[config.mk]
export PLATFORM = sky130hd
export DESIGN_NAME = mcycle_rate_ctrl
export DESIGN_NICKNAME = d
export VERILOG_FILES = /design/src/rtl/mcycle_rate_pkg.sv /design/src/rtl/mcycle_rx_edge.sv /design/src/rtl/mcycle_sb_qual.sv /design/src/rtl/mcycle_strobe_gen.sv /design/src/rtl/mcycle_rate_ctrl.sv
export SDC_FILE = /design/constraint.sdc
export NUM_CORES = 1
export LEC_CHECK = 0
export BUFFER_PORTS_ARGS = -buffer_cell sky130_fd_sc_hd__buf_2
export CORE_MARGIN = 5
export CORE_UTILIZATION = 48
export DETAILED_ROUTE_END_ITERATION = 7
export PLACE_DENSITY = 0.87
export SLEW_MARGIN = 20
export SYNTH_ARGS = -nofsm -noshare
export SYNTH_HDL_FRONTEND = slang
export SYNTH_SLANG_ARGS = --single-unit
export TNS_END_PERCENT = 10
[constraint.sdc]
create_clock -name clk -period 3.15 [get_ports clk]
set_clock_uncertainty 0.2 [all_clocks]
set_input_delay 0 -clock clk [delete_from_list [all_inputs] [get_ports clk]]
set_output_delay 0 -clock clk [all_outputs]
set_load 0.03 [all_outputs]
[src/rtl/mcycle_rate_pkg.sv]
package mcycle_rate_pkg;

  localparam logic [1:0] RATE_CODE_FAST = 2'b10;
  localparam logic [1:0] RATE_CODE_SLOW = 2'b11;

  // Oscillator cycles per machine cycle for a rate code.
  function automatic int unsigned cycles_per_strobe(input logic [1:0] code,
                                                    input int unsigned slow_div);
    return (code == RATE_CODE_SLOW) ? slow_div : 1;
  endfunction

  // True when an interrupt pin sits at its active level.
  function automatic logic irq_level_active(input logic pin, input logic high_active);
    return high_active ? pin : ~pin;
  endfunction

endpackage

[src/rtl/mcycle_rx_edge.sv]
module mcycle_rx_edge #(
  parameter int unsigned NPORT = 2
) (
  input  logic             clk,
  input  logic             rst_n,
  input  logic [NPORT-1:0] rx_pin,
  output logic [NPORT-1:0] rx_fall
);

  for (genvar p = 0; p < NPORT; p++) begin : g_port
    logic meta_q, sync_q, last_q;

    always_ff @(posedge clk) begin
      if (!rst_n) begin
        meta_q <= 1'b1;
        sync_q <= 1'b1;
        last_q <= 1'b1;
      end else begin
        meta_q <= rx_pin[p];
        sync_q <= meta_q;
        last_q <= sync_q;
      end
    end

    assign rx_fall[p] = last_q & ~sync_q;
  end

endmodule

[src/rtl/mcycle_sb_qual.sv]
module mcycle_sb_qual
  import mcycle_rate_pkg::*;
#(
  parameter int unsigned       NIRQ          = 6,
  parameter int unsigned       NPORT         = 2,
  parameter logic [NIRQ-1:0]   IRQ_HIGH_MASK = 6'b010100
) (
  input  logic [NIRQ-1:0]  irq_pin,
  input  logic [NIRQ-1:0]  irq_en,
  input  logic [NIRQ-1:0]  irq_allow,
  input  logic [NPORT-1:0] rx_fall,
  input  logic [NPORT-1:0] rx_en,
  input  logic [NPORT-1:0] tx_busy,
  output logic             irq_hit,
  output logic             rx_hit,
  output logic             tx_hit,
  output logic             sb_event
);

  logic [NIRQ-1:0]  line_hit;
  logic [NPORT-1:0] port_rx_hit;

  for (genvar i = 0; i < NIRQ; i++) begin : g_irq
    assign line_hit[i] = irq_en[i] & irq_allow[i]
                       & irq_level_active(irq_pin[i], IRQ_HIGH_MASK[i]);
  end

  for (genvar p = 0; p < NPORT; p++) begin : g_rx
    assign port_rx_hit[p] = rx_en[p] & rx_fall[p];
  end

  assign irq_hit  = |line_hit;
  assign rx_hit   = |port_rx_hit;
  assign tx_hit   = |tx_busy;
  assign sb_event = irq_hit | rx_hit | tx_hit;

endmodule

[src/rtl/mcycle_strobe_gen.sv]
module mcycle_strobe_gen
  import mcycle_rate_pkg::*;
#(
  parameter int unsigned SLOW_DIV = 1024
) (
  input  logic       clk,
  input  logic       rst_n,
  input  logic [1:0] code,
  output logic       stb
);

  localparam int unsigned CNT_W = (SLOW_DIV > 2) ? $clog2(SLOW_DIV) : 1;

  logic [1:0]       code_q;
  logic [CNT_W-1:0] cnt_q;
  logic [CNT_W-1:0] reload_val;
  logic             code_moved;

  assign code_moved = (code != code_q);
  assign reload_val = CNT_W'(cycles_per_strobe(code, SLOW_DIV) - 1);

  always_ff @(posedge clk) begin
    if (!rst_n) begin
      code_q <= RATE_CODE_FAST;
      cnt_q  <= '0;
    end else begin
      code_q <= code;
      if (code_moved || cnt_q == '0) cnt_q <= reload_val;
      else                           cnt_q <= cnt_q - 1'b1;
    end
  end

  assign stb = !code_moved && (cnt_q == '0);

endmodule

[src/rtl/mcycle_rate_ctrl.sv]
module mcycle_rate_ctrl
  import mcycle_rate_pkg::*;
#(
  parameter int unsigned     NIRQ          = 6,
  parameter int unsigned     NPORT         = 2,
  parameter int unsigned     SLOW_DIV      = 1024,
  parameter logic [NIRQ-1:0] IRQ_HIGH_MASK = 6'b010100
) (
  input  logic             clk,
  input  logic             rst_n,
  input  logic             reg_wr,
  input  logic [1:0]       wr_div_code,
  input  logic             wr_swb_en,
  input  logic [NIRQ-1:0]  irq_pin,
  input  logic [NIRQ-1:0]  irq_en,
  input  logic [NIRQ-1:0]  irq_allow,
  input  logic [NPORT-1:0] rx_pin,
  input  logic [NPORT-1:0] rx_en,
  input  logic [NPORT-1:0] tx_busy,
  input  logic [NPORT-1:0] rx_busy,
  output logic             mc_stb,
  output logic [1:0]       div_code
);

  logic [1:0]       div_q;
  logic             swb_q;
  logic [NPORT-1:0] rx_fall;
  logic             irq_hit, rx_hit, tx_hit, sb_event;
  logic             xfer_active;
  logic             entry_blocked;
  logic             sb_fire;
  logic [1:0]       wr_code_eff;

  mcycle_rx_edge #(.NPORT(NPORT)) u_rx_edge (
    .clk     (clk),
    .rst_n   (rst_n),
    .rx_pin  (rx_pin),
    .rx_fall (rx_fall)
  );

  mcycle_sb_qual #(
    .NIRQ          (NIRQ),
    .NPORT         (NPORT),
    .IRQ_HIGH_MASK (IRQ_HIGH_MASK)
  ) u_sb_qual (
    .irq_pin   (irq_pin),
    .irq_en    (irq_en),
    .irq_allow (irq_allow),
    .rx_fall   (rx_fall),
    .rx_en     (rx_en),
    .tx_busy   (tx_busy),
    .irq_hit   (irq_hit),
    .rx_hit    (rx_hit),
    .tx_hit    (tx_hit),
    .sb_event  (sb_event)
  );

  assign xfer_active   = (|tx_busy) | (|rx_busy);
  assign entry_blocked = (wr_div_code == RATE_CODE_SLOW) && xfer_active;
  assign wr_code_eff   = entry_blocked ? RATE_CODE_FAST : wr_div_code;
  assign sb_fire       = (div_q == RATE_CODE_SLOW) && swb_q && sb_event;

  always_ff @(posedge clk) begin
    if (!rst_n) begin
      div_q <= RATE_CODE_FAST;
      swb_q <= 1'b0;
    end else if (reg_wr) begin
      div_q <= wr_code_eff;
      swb_q <= wr_swb_en;
    end else if (sb_fire) begin
      div_q <= RATE_CODE_FAST;
    end
  end

  mcycle_strobe_gen #(.SLOW_DIV(SLOW_DIV)) u_strobe (
    .clk   (clk),
    .rst_n (rst_n),
    .code  (div_q),
    .stb   (mc_stb)
  );

  assign div_code = div_q;

endmodule

Word-level counts from Yosys, hierarchy flattened
Cells that the tools add are included.
- equality and inequality tests: 3
- $add $sub $neg: 2
- bitwise gates (word level): 25
- reduce and logical (&&, ||, !) cells: 12
- divide/modulo/power cells: 0
- $mul: 0
- $lt $le $gt $ge: 0
- shift operators: 0
- multiplexer cells: 5
- operators by type and width (cell ; number):
    subtractor 10 x 1 -> 10 bit, second input constant ; 2
    bitwise AND 1 bit ; 16
    zero test 10 bit ; 1
    2-to-1 mux 10 bit ; 1
    2-to-1 mux 2 bit ; 3
    inverter 1 bit ; 6
    OR reduction 2 bit ; 3
    OR reduction 6 bit ; 1
    == test 2 bit, second input constant ; 2
    logical AND 1 bit ; 4
    bitwise OR 1 bit ; 3
    inequality test 2 bit ; 1
    nonzero test 2 bit ; 1
    zero test 1 bit ; 1
    logical OR 1 bit ; 1
    2-to-1 mux 1 bit ; 1
- bits in latches: 0
- flip-flop bits (word level): 21
- logic and storage cells: 57
- output and inout port bits: 3
- bits in read-only memories: 0
- memories: 0
- bits in writable memories: 0

Longest topological paths before layout
Gate-level depths: netlist of run 1.
- depth after elaboration: 9
- depth in mapped cells: 10
- mapped depth without buffers: 8

By module
From an unflattened synthesis of run 1, not the netlist that was laid out.
- cell total of the unflattened synthesis: 120
- area, all modules: 1069.8 sq um
- modules (own cells, without submodules) (module ; area each (sq um) ; cells an instance ; instances ; seq. area each (sq um)):
    mcycle_strobe_gen ; 686.9 ; 81 ; 1 ; 240.2
    mcycle_rx_edge ; 170.2 ; 14 ; 1 ; 120.1
    mcycle_rate_ctrl ; 135.1 ; 12 ; 1 ; 60.1
    mcycle_sb_qual ; 77.6 ; 13 ; 1 ; 0.0

Worst setup path after synthesis of run 1
Ideal clock, no wire load.
- path type: flip-flop to flip-flop
- start point: register u_strobe.cnt_q[3]
- end point: register u_strobe.cnt_q[2]
- stages on the path, launching flop included: 9
- library setup time: 0.115 ns
- arrival time: 2.084 ns
- buffers on the path: 1
- slack: 0.751 ns
- cells stage by stage: dfxtp_1 > or4_4 > nor4_1 > nor2_1 > o21a_1 > ha_1 > clkbuf_1 > xnor2_1 > and2_1
- word-level cells in the longest chain between the ends: 3
- RTL lines (what ; RTL line ; RTL):
    start, declared ; mcycle_strobe_gen.sv:15 ; logic [CNT_W-1:0] cnt_q;
    start signal, assigned ; mcycle_strobe_gen.sv:28 ; if (code_moved || cnt_q == '0) cnt_q <= reload_val;
    start signal, assigned ; mcycle_strobe_gen.sv:29 ; else cnt_q <= cnt_q - 1'b1;
    zero test 10 bit ; mcycle_strobe_gen.sv:28 ;
    logical OR 1 bit ; mcycle_strobe_gen.sv:28 ;
    2-to-1 mux 10 bit ; mcycle_strobe_gen.sv:28 ;
No other way between the ends.
A chain may end at the register's enable or synchronous reset.

Worst setup path after layout of run 1
- start point: register u_strobe.cnt_q[8]
- end point: register u_strobe.cnt_q[6]
Same word-level chain as after synthesis.

==> results of run 1 <==
-- kinds of logic after synthesis --
kind of cell	share of synthesized area, %
adder cells (fa/ha/maj)	1.25
AO/OA/AOI/OAI	20.2
multiplexers	1.00
XOR/XNOR	3.51
flip-flops	42.2
AND/OR/NAND/NOR	29.6
buffers and inverters	2.26
-- worst paths after layout --
check | startpoint | slack, ps | end | cells after the start
max reg2reg | u_strobe.cnt_q[8] | 560 | u_strobe.cnt_q[6] | 8
max | u_strobe.cnt_q[8] | 560 | u_strobe.cnt_q[6] | 8
min | u_rx_edge.g_port[0].meta_q | 210 | u_rx_edge.g_port[0].sync_q | 1
min reg2reg | u_rx_edge.g_port[0].meta_q | 210 | u_rx_edge.g_port[0].sync_q | 1
-- synth_stat cells, drive strengths merged, types with 2 or more instances --
master   n
a21boi   4
and2     6
clkbuf   4
dfxtp   21
nand2   11
nand2b   7
nand3    3
nand3b   4
nand4    2
nor2     7
nor2b    4
nor3     4
o211ai   2
o21a     3
o21ai    4
o22ai    2
or4      4
xnor2    3
-- final cells by class --
cell class | count | area, µm² | share of cell area, %
inverter | 1 | 3.75 | 0.278
multi-input combinational | 85 | 554 | 41.1
clock inverter | 1 | 5.00 | 0.371
clock buffer | 3 | 22.5 | 1.67
timing repair buffer | 48 | 310 | 23.0
tap | 27 | 33.8 | 2.50
sequential | 21 | 420 | 31.1
-- worst reg2reg max path, stage by stage, from the launching register on --
cell and delay (ps):
sky130_fd_sc_hd__dfxtp_1 340, sky130_fd_sc_hd__or4_1 620, sky130_fd_sc_hd__nor4_1 360, sky130_fd_sc_hd__nor2_1 150, sky130_fd_sc_hd__o21a_1 200, sky130_fd_sc_hd__ha_1 290, sky130_fd_sc_hd__nand3b_1 120, sky130_fd_sc_hd__o211ai_1 90
sky130_fd_sc_hd__a21boi_0 150
-- routing by layer --
metal  wire [µm]  global-route usage (%)  vias up
met5           0                       0        -
met4         102                    8.68        0
met3         226                    5.34       13
met2        1340                    34.0       52
met1         993                    16.8      469
li1            -                       -      499
-- per-stage QoR --
stage	total power [W]	instances	area, µm²	utilization (%)
2_1_floorplan	0.000678	112	997	-
3_3_place_gp	0.000749	168	1180	60.3
3_5_place_dp	0.000770	168	1180	60.3
4_1_cts	0.000910	186	1350	68.8
5_1_grt	0.000986	186	1350	68.8
6_report	0.000916	186	1350	68.8
-- where the power goes --
part | leakage, nW | internal (W) | total [W] | switching, W
clock | 0.0177 | 0.0000475 | 0.000133 | 0.0000858
sequential | 0.173 | 0.000316 | 0.000366 | 0.0000500
combinational | 0.395 | 0.000202 | 0.000416 | 0.000214
total | 0.585 | 0.000566 | 0.000916 | 0.000350
-- registers in the layout (all words and copies together) (netlist names) --
| register | flops |
|---|---|
| u_strobe.code_q | 2 |
| u_rx_edge.g_port.last_q | 2 |
| swb_q | 1 |
| div_code | 2 |
| u_rx_edge.g_port.meta_q | 2 |
| u_rx_edge.g_port.sync_q | 2 |
| u_strobe.cnt_q | 10 |
-- cell usage in the layout (no fill, tap or decap), types with 3 or more instances in the layout --
master                          netlist  layout
sky130_fd_sc_hd__nor2_1               7       7
sky130_fd_sc_hd__nor3_1               4       4
sky130_fd_sc_hd__and2_1               6       6
sky130_fd_sc_hd__dlygate4sd3_1        0      14
sky130_fd_sc_hd__nand2b_1             7       7
sky130_fd_sc_hd__dfxtp_1             21      21
sky130_fd_sc_hd__buf_2                0      34
sky130_fd_sc_hd__o21a_1               3       3
sky130_fd_sc_hd__o21ai_0              4       4
sky130_fd_sc_hd__clkbuf_4             0       3
sky130_fd_sc_hd__nand3b_1             4       4
sky130_fd_sc_hd__nor2b_1              4       4
sky130_fd_sc_hd__nand2_1             11      11
sky130_fd_sc_hd__nand3_1              3       3
sky130_fd_sc_hd__xnor2_1              3       3
==> metrics.cfg, run 1 <==
[run_status]
outcome = complete, no violations

[worst_setup_path]
criticalPathCategory = reg2reg
worst_setup_path_end_kind = flip-flop
cp-start-kind = flip-flop
crit_path_cell_trace = or4_1, nor4_1, nor2_1, o21a_1, ha_1, nand3b_1, o211ai_1, a21boi_0
cp_data_arrival_time_ps = 2640
cp_data_required_time_ps = 3200
worst-path-buf-inv = 0
critPathSlowestCell = sky130_fd_sc_hd__or4_1
path_max_fanout = 9
critical_path.top_delay_family = simple AND/OR/NAND/NOR gates
critical_path.max_stage_delay_ps = 620

[floorplanning]
ios = 35
die_width_um = 55.6
fp.dieArea_mm2 = 0.00309
core_region_area_mm2 = 0.00196
die-height_um = 55.6
row_count = 16
initial_core_util_pct = 50.8

[yosys]
number_of_synthesized_register_bits = 21
asyncSetResetFlopFracSynth_pct = 0
post_synth_inst_count = 112
dominantRegCellSynth = sky130_fd_sc_hd__dfxtp_1
yosysWarningCount = 0
synth.lib_cells_used.distinct = 37
syn-cell-area_um2 = 997
syn_area_per_cell_um2 = 8.90
yosysTopAreaCell = sky130_fd_sc_hd__dfxtp_1
synth_top_area_share_pct = 42.2
synthesis.nets = 145
synth_top_cells_by_area = sky130_fd_sc_hd__dfxtp_1 (42%), sky130_fd_sc_hd__nand2b_1 (4.4%), sky130_fd_sc_hd__nand2_1 (4.1%)
synth_sequential_area_ratio_pct = 42.2
count_of_flip_flops_with_a_built_in_enable_after_synthesis = 0

[clock_tree]
clock_tree_from_tritoncts = built
clk_root_buffer_cell = sky130_fd_sc_hd__clkbuf_4
ctsHtreeMaxLevel = 1
count_of_clock_tree_sinks = 21
cts_hold_buffers = 14
clock_latency_ps = 320
cts-root-to-sink-buffers = 2
clk_pin_slew_ps = 130
cts_post_setup_buffers_inserted = 0
cts_inserted_buffers = 3
cts_resized = 0

[sta]
finalMaxSlewViolations = 0
setup_viol_count_final = 0
worst_slew_pin_slew_ps = 460
final-hold-violation-count = 0
finalWorstSetupSlack_ps = 562
post-route-min-period_ps = 2590
fmax_mhz = 386
tns_ps = 0
layout_worst_path_cycle_share_pct = 82.1
hold_slack_ps = 208
slew_headroom_pct = 69.1
rsz0062_at_grt = false

[placed_design]
hpwlAfterDp_um = 1730
port-buffer-count = 34
place_congestion = 0.815
place_worst_setup_slack_ps = 621

[cells_and_area]
area.growth.synth_to_final_pct = 35.4
drive_gt1_share_pct = 27.0
antenna_cells = 0
finish.net_count = 193
final.fill_count = 169

[drt]
totalWireLength_um = 2660
remaining_drc_errors = 0
drt_first_iter_violations = 12
via_count = 1033
drt.antenna.violating_nets = 0
first_pass_iters = 4
wire_per_inst_um = 14.3
detail_route.vias_per_cell = 5.55

[grt]
grt_pass1_vias = 1039
grt_pass1_wl_um = 4390
aggregate_global_routing_overflow = 0
antenna_violations_before_repair = 0
pin_count_of_the_biggest_net_entering_global_routing = 23
track_usage_pct = 17.7

[run]
drv.max_cap_violation_count = 0

[pwr]
power-per-cell-area_mw_per_mm2 = 678
leakage_power_nw = 0.585
vdd.ir_drop.worst_mv = 0.471

[hold_path]
hold_path.class = reg2reg

Power figures use the tool's default switching activity.
==> run 2, diff against run 1 <==
clock period = 2.65 ns   (was 3.15 ns; I/O delays follow)
==> run 2 against run 1 <==
  * Critical path depth did not move
  * Global-route usage fell by 0.26 points
  * Non-clock buffer count did not move
  * Via count fell by 0.29%
==> metrics.cfg, run 2 (same netlist as run 1, synthesis figures left out) <==
[cells_and_area]
finalInstanceArea_mm2 = 0.00136  ; was 0.00135 mm²
most-common-layout-cells = sky130_fd_sc_hd__buf_2 (33), sky130_fd_sc_hd__dfxtp_1 (21), sky130_fd_sc_hd__dlygate4sd3_1 (14)  ; was sky130_fd_sc_hd__buf_2 (34), sky130_fd_sc_hd__dfxtp_1 (21), sky130_fd_sc_hd__dlygate4sd3_1 (14)
regArea_um2 = 420  ; unchanged
final.fill_count = 167  ; was 169
max_flop_register = u_strobe.cnt_q  ; unchanged
multiInputGateArea_um2 = 561  ; was 554 µm²
antenna_cells = 0  ; unchanged
largest_reg_flops = 10  ; unchanged
finish.net_count = 193  ; unchanged
utilization_pct = 69.2  ; was 68.8%
drive_gt1_share_pct = 27.0  ; unchanged
area.growth.synth_to_final_pct = 36.1  ; was 35.4%
layout_commonest_cell = sky130_fd_sc_hd__buf_2  ; unchanged

[clock_tree]
cts-root-to-sink-buffers = 2  ; unchanged
ctsHtreeMaxLevel = 1  ; unchanged
cts_inserted_buffers = 3  ; unchanged
count_of_clock_tree_sinks = 21  ; unchanged
clk_pin_slew_ps = 130  ; about the same
clock_tree_from_tritoncts = built  ; unchanged
clk_root_buffer_cell = sky130_fd_sc_hd__clkbuf_4  ; unchanged
clock_latency_ps = 310  ; was 320 ps

[grt]
track_usage_pct = 17.5  ; was 17.7%
grt_pass1_wl_um = 4370  ; was 4390 µm
grt_pass1_vias = 1021  ; was 1039
pin_count_of_the_biggest_net_entering_global_routing = 23  ; unchanged
antenna_violations_before_repair = 0  ; unchanged
aggregate_global_routing_overflow = 0  ; unchanged

[hold_path]
hold_path.class = reg2reg  ; unchanged

[drt]
detail_route.vias_per_cell = 5.54  ; was 5.55
drt.antenna.violating_nets = 0  ; unchanged
first_pass_iters = 4  ; unchanged
totalWireLength_um = 2710  ; was 2660 µm
wire_per_inst_um = 14.5  ; was 14.3 µm
via_count = 1030  ; was 1033
drt_first_iter_violations = 17  ; was 12
remaining_drc_errors = 0  ; unchanged

[worst_setup_path]
timing.reg2reg.worst_path_depth = 8  ; unchanged
crit_path_cell_trace = or4_1, nor4_2, nor2_1, o21a_1, ha_1, nand3b_1, o211ai_1, a21boi_0  ; was or4_1, nor4_1, nor2_1, o21a_1, ha_1, nand3b_1, o211ai_1, a21boi_0
regToRegStartpoint = u_strobe.cnt_q[8]  ; unchanged
cp_data_arrival_time_ps = 2580  ; was 2640 ps
cp_data_required_time_ps = 2690  ; was 3200 ps
critPathSlowestCell = sky130_fd_sc_hd__or4_1  ; unchanged
worst_r2r_endpoint = u_strobe.cnt_q[6]  ; unchanged
criticalPathCategory = reg2reg  ; unchanged
path_max_fanout = 9  ; unchanged
critical_path.max_stage_delay_ps = 640  ; was 620 ps
endpoint = u_strobe.cnt_q[6]  ; unchanged
cp-start-kind = flip-flop  ; unchanged
worst_setup_path_end_kind = flip-flop  ; unchanged
worst_case_register_to_register_setup_slack_ps = 120  ; was 560 ps
critPathLaunch = u_strobe.cnt_q[8]  ; unchanged

[sta]
fmax_mhz = 395  ; was 386 MHz
final-hold-violation-count = 0  ; unchanged
finalMaxSlewViolations = 0  ; unchanged
worst_slew_pin_slew_ps = 472  ; was 460 ps
slew_headroom_pct = 68.3  ; was 69.1%
layout_worst_path_cycle_share_pct = 95.6  ; was 82.1%
post-route-min-period_ps = 2530  ; was 2590 ps
setup_viol_count_final = 0  ; unchanged
tns_ps = 0  ; unchanged

[placed_design]
place_congestion = 0.816  ; was 0.815
port-buffer-count = 34  ; unchanged
place_area_mm2 = 0.00118  ; unchanged
hpwlAfterDp_um = 1750  ; was 1730 µm

[run]
drv.max_cap_violation_count = 0  ; unchanged

[floorplanning]
die-height_um = 55.6  ; unchanged
fp.dieArea_mm2 = 0.00309  ; unchanged
die_width_um = 55.6  ; unchanged
ios = 35  ; unchanged
initial_core_util_pct = 50.8  ; unchanged
core_region_area_mm2 = 0.00196  ; unchanged
row_count = 16  ; unchanged

[pwr]
vdd.ir_drop.worst_mv = 0.554  ; was 0.471 mV
leakage_power_nw = 0.584  ; was 0.585 nW
report.power.total_w = 0.00111  ; was 0.000916 W
power-per-cell-area_mw_per_mm2 = 818  ; was 678 mW/mm²

[run_status]
outcome = complete, no violations  ; unchanged

==> run 2: cell types whose count changed in the layout (fill, tap and decap cells not counted), sizes merged <==
cell    delta
clkinv     -1
buf        -1
clkbuf     +2
==> run 2: critical path: cells and delay by family (launching register included) <==
kind / cells / cell delay (ps)
compound gates: 3 / 440
fa+ha+maj: 1 / 300
flops: 1 / 350
simple gates: 4 / 1170
==> run 2: power by group <==
part | internal, W | switching [W] | leakage (nW)
sequential | 0.000376 | 0.0000611 | 0.173
clock | 0.0000587 | 0.000101 | 0.0150
combinational | 0.000245 | 0.000268 | 0.396
==> run 2: repair_timing <==
action	in CTS	in global routing
endpoints found under the hold margin	21	0
buffers inserted	0	0
setup endpoints to repair	0	5
resized for setup	0	2
hold buffers	14	0
==> run 2: layout make-up <==
type	instances	share of cell area, %
Tap cell	27	2.49
Inverter	1	0.276
Multi-Input combinational cell	85	41.3
Sequential cell	21	31.0
Clock buffer	4	1.94
Timing Repair Buffer	48	23.0
==> run 2: metrics by stage <==
| stage | hold WS (ps) | setup WS, ps | instances |
|---|---|---|---|
| finish | 208 | 118 | 186 |
| global route | 255 | -39.7 | 186 |
| CTS | 214 | 91.8 | 186 |
| detailed placement | -11.3 | 118 | 168 |
| global placement | -16.2 | 227 | 168 |
| floorplan | -98.5 | 251 | 112 |
==> run 2: worst min-delay path by stage <==
stage	from	to	slack, ps	depth (start not counted)
4_1_cts	u_rx_edge.g_port[0].meta_q	u_rx_edge.g_port[0].sync_q	210	1
3_3_place_gp	rx_pin[0]	u_rx_edge.g_port[0].meta_q	-20	2
5_1_grt	u_rx_edge.g_port[0].meta_q	u_rx_edge.g_port[0].sync_q	260	1
6_report	u_rx_edge.g_port[0].meta_q	u_rx_edge.g_port[0].sync_q	210	1
2_1_floorplan	rx_pin[0]	u_rx_edge.g_port[0].meta_q	-100	1
3_5_place_dp	rx_pin[1]	u_rx_edge.g_port[1].meta_q	-10	2
==> run 2: routing by layer <==
metal	part of all wire, %	global-route usage [%]	vias up
met3	7.8	5.57	16
met2	51	32.9	51
met1	38	18.1	465
met5	0	0	-
met4	3.9	5.21	0
li1	-	-	498
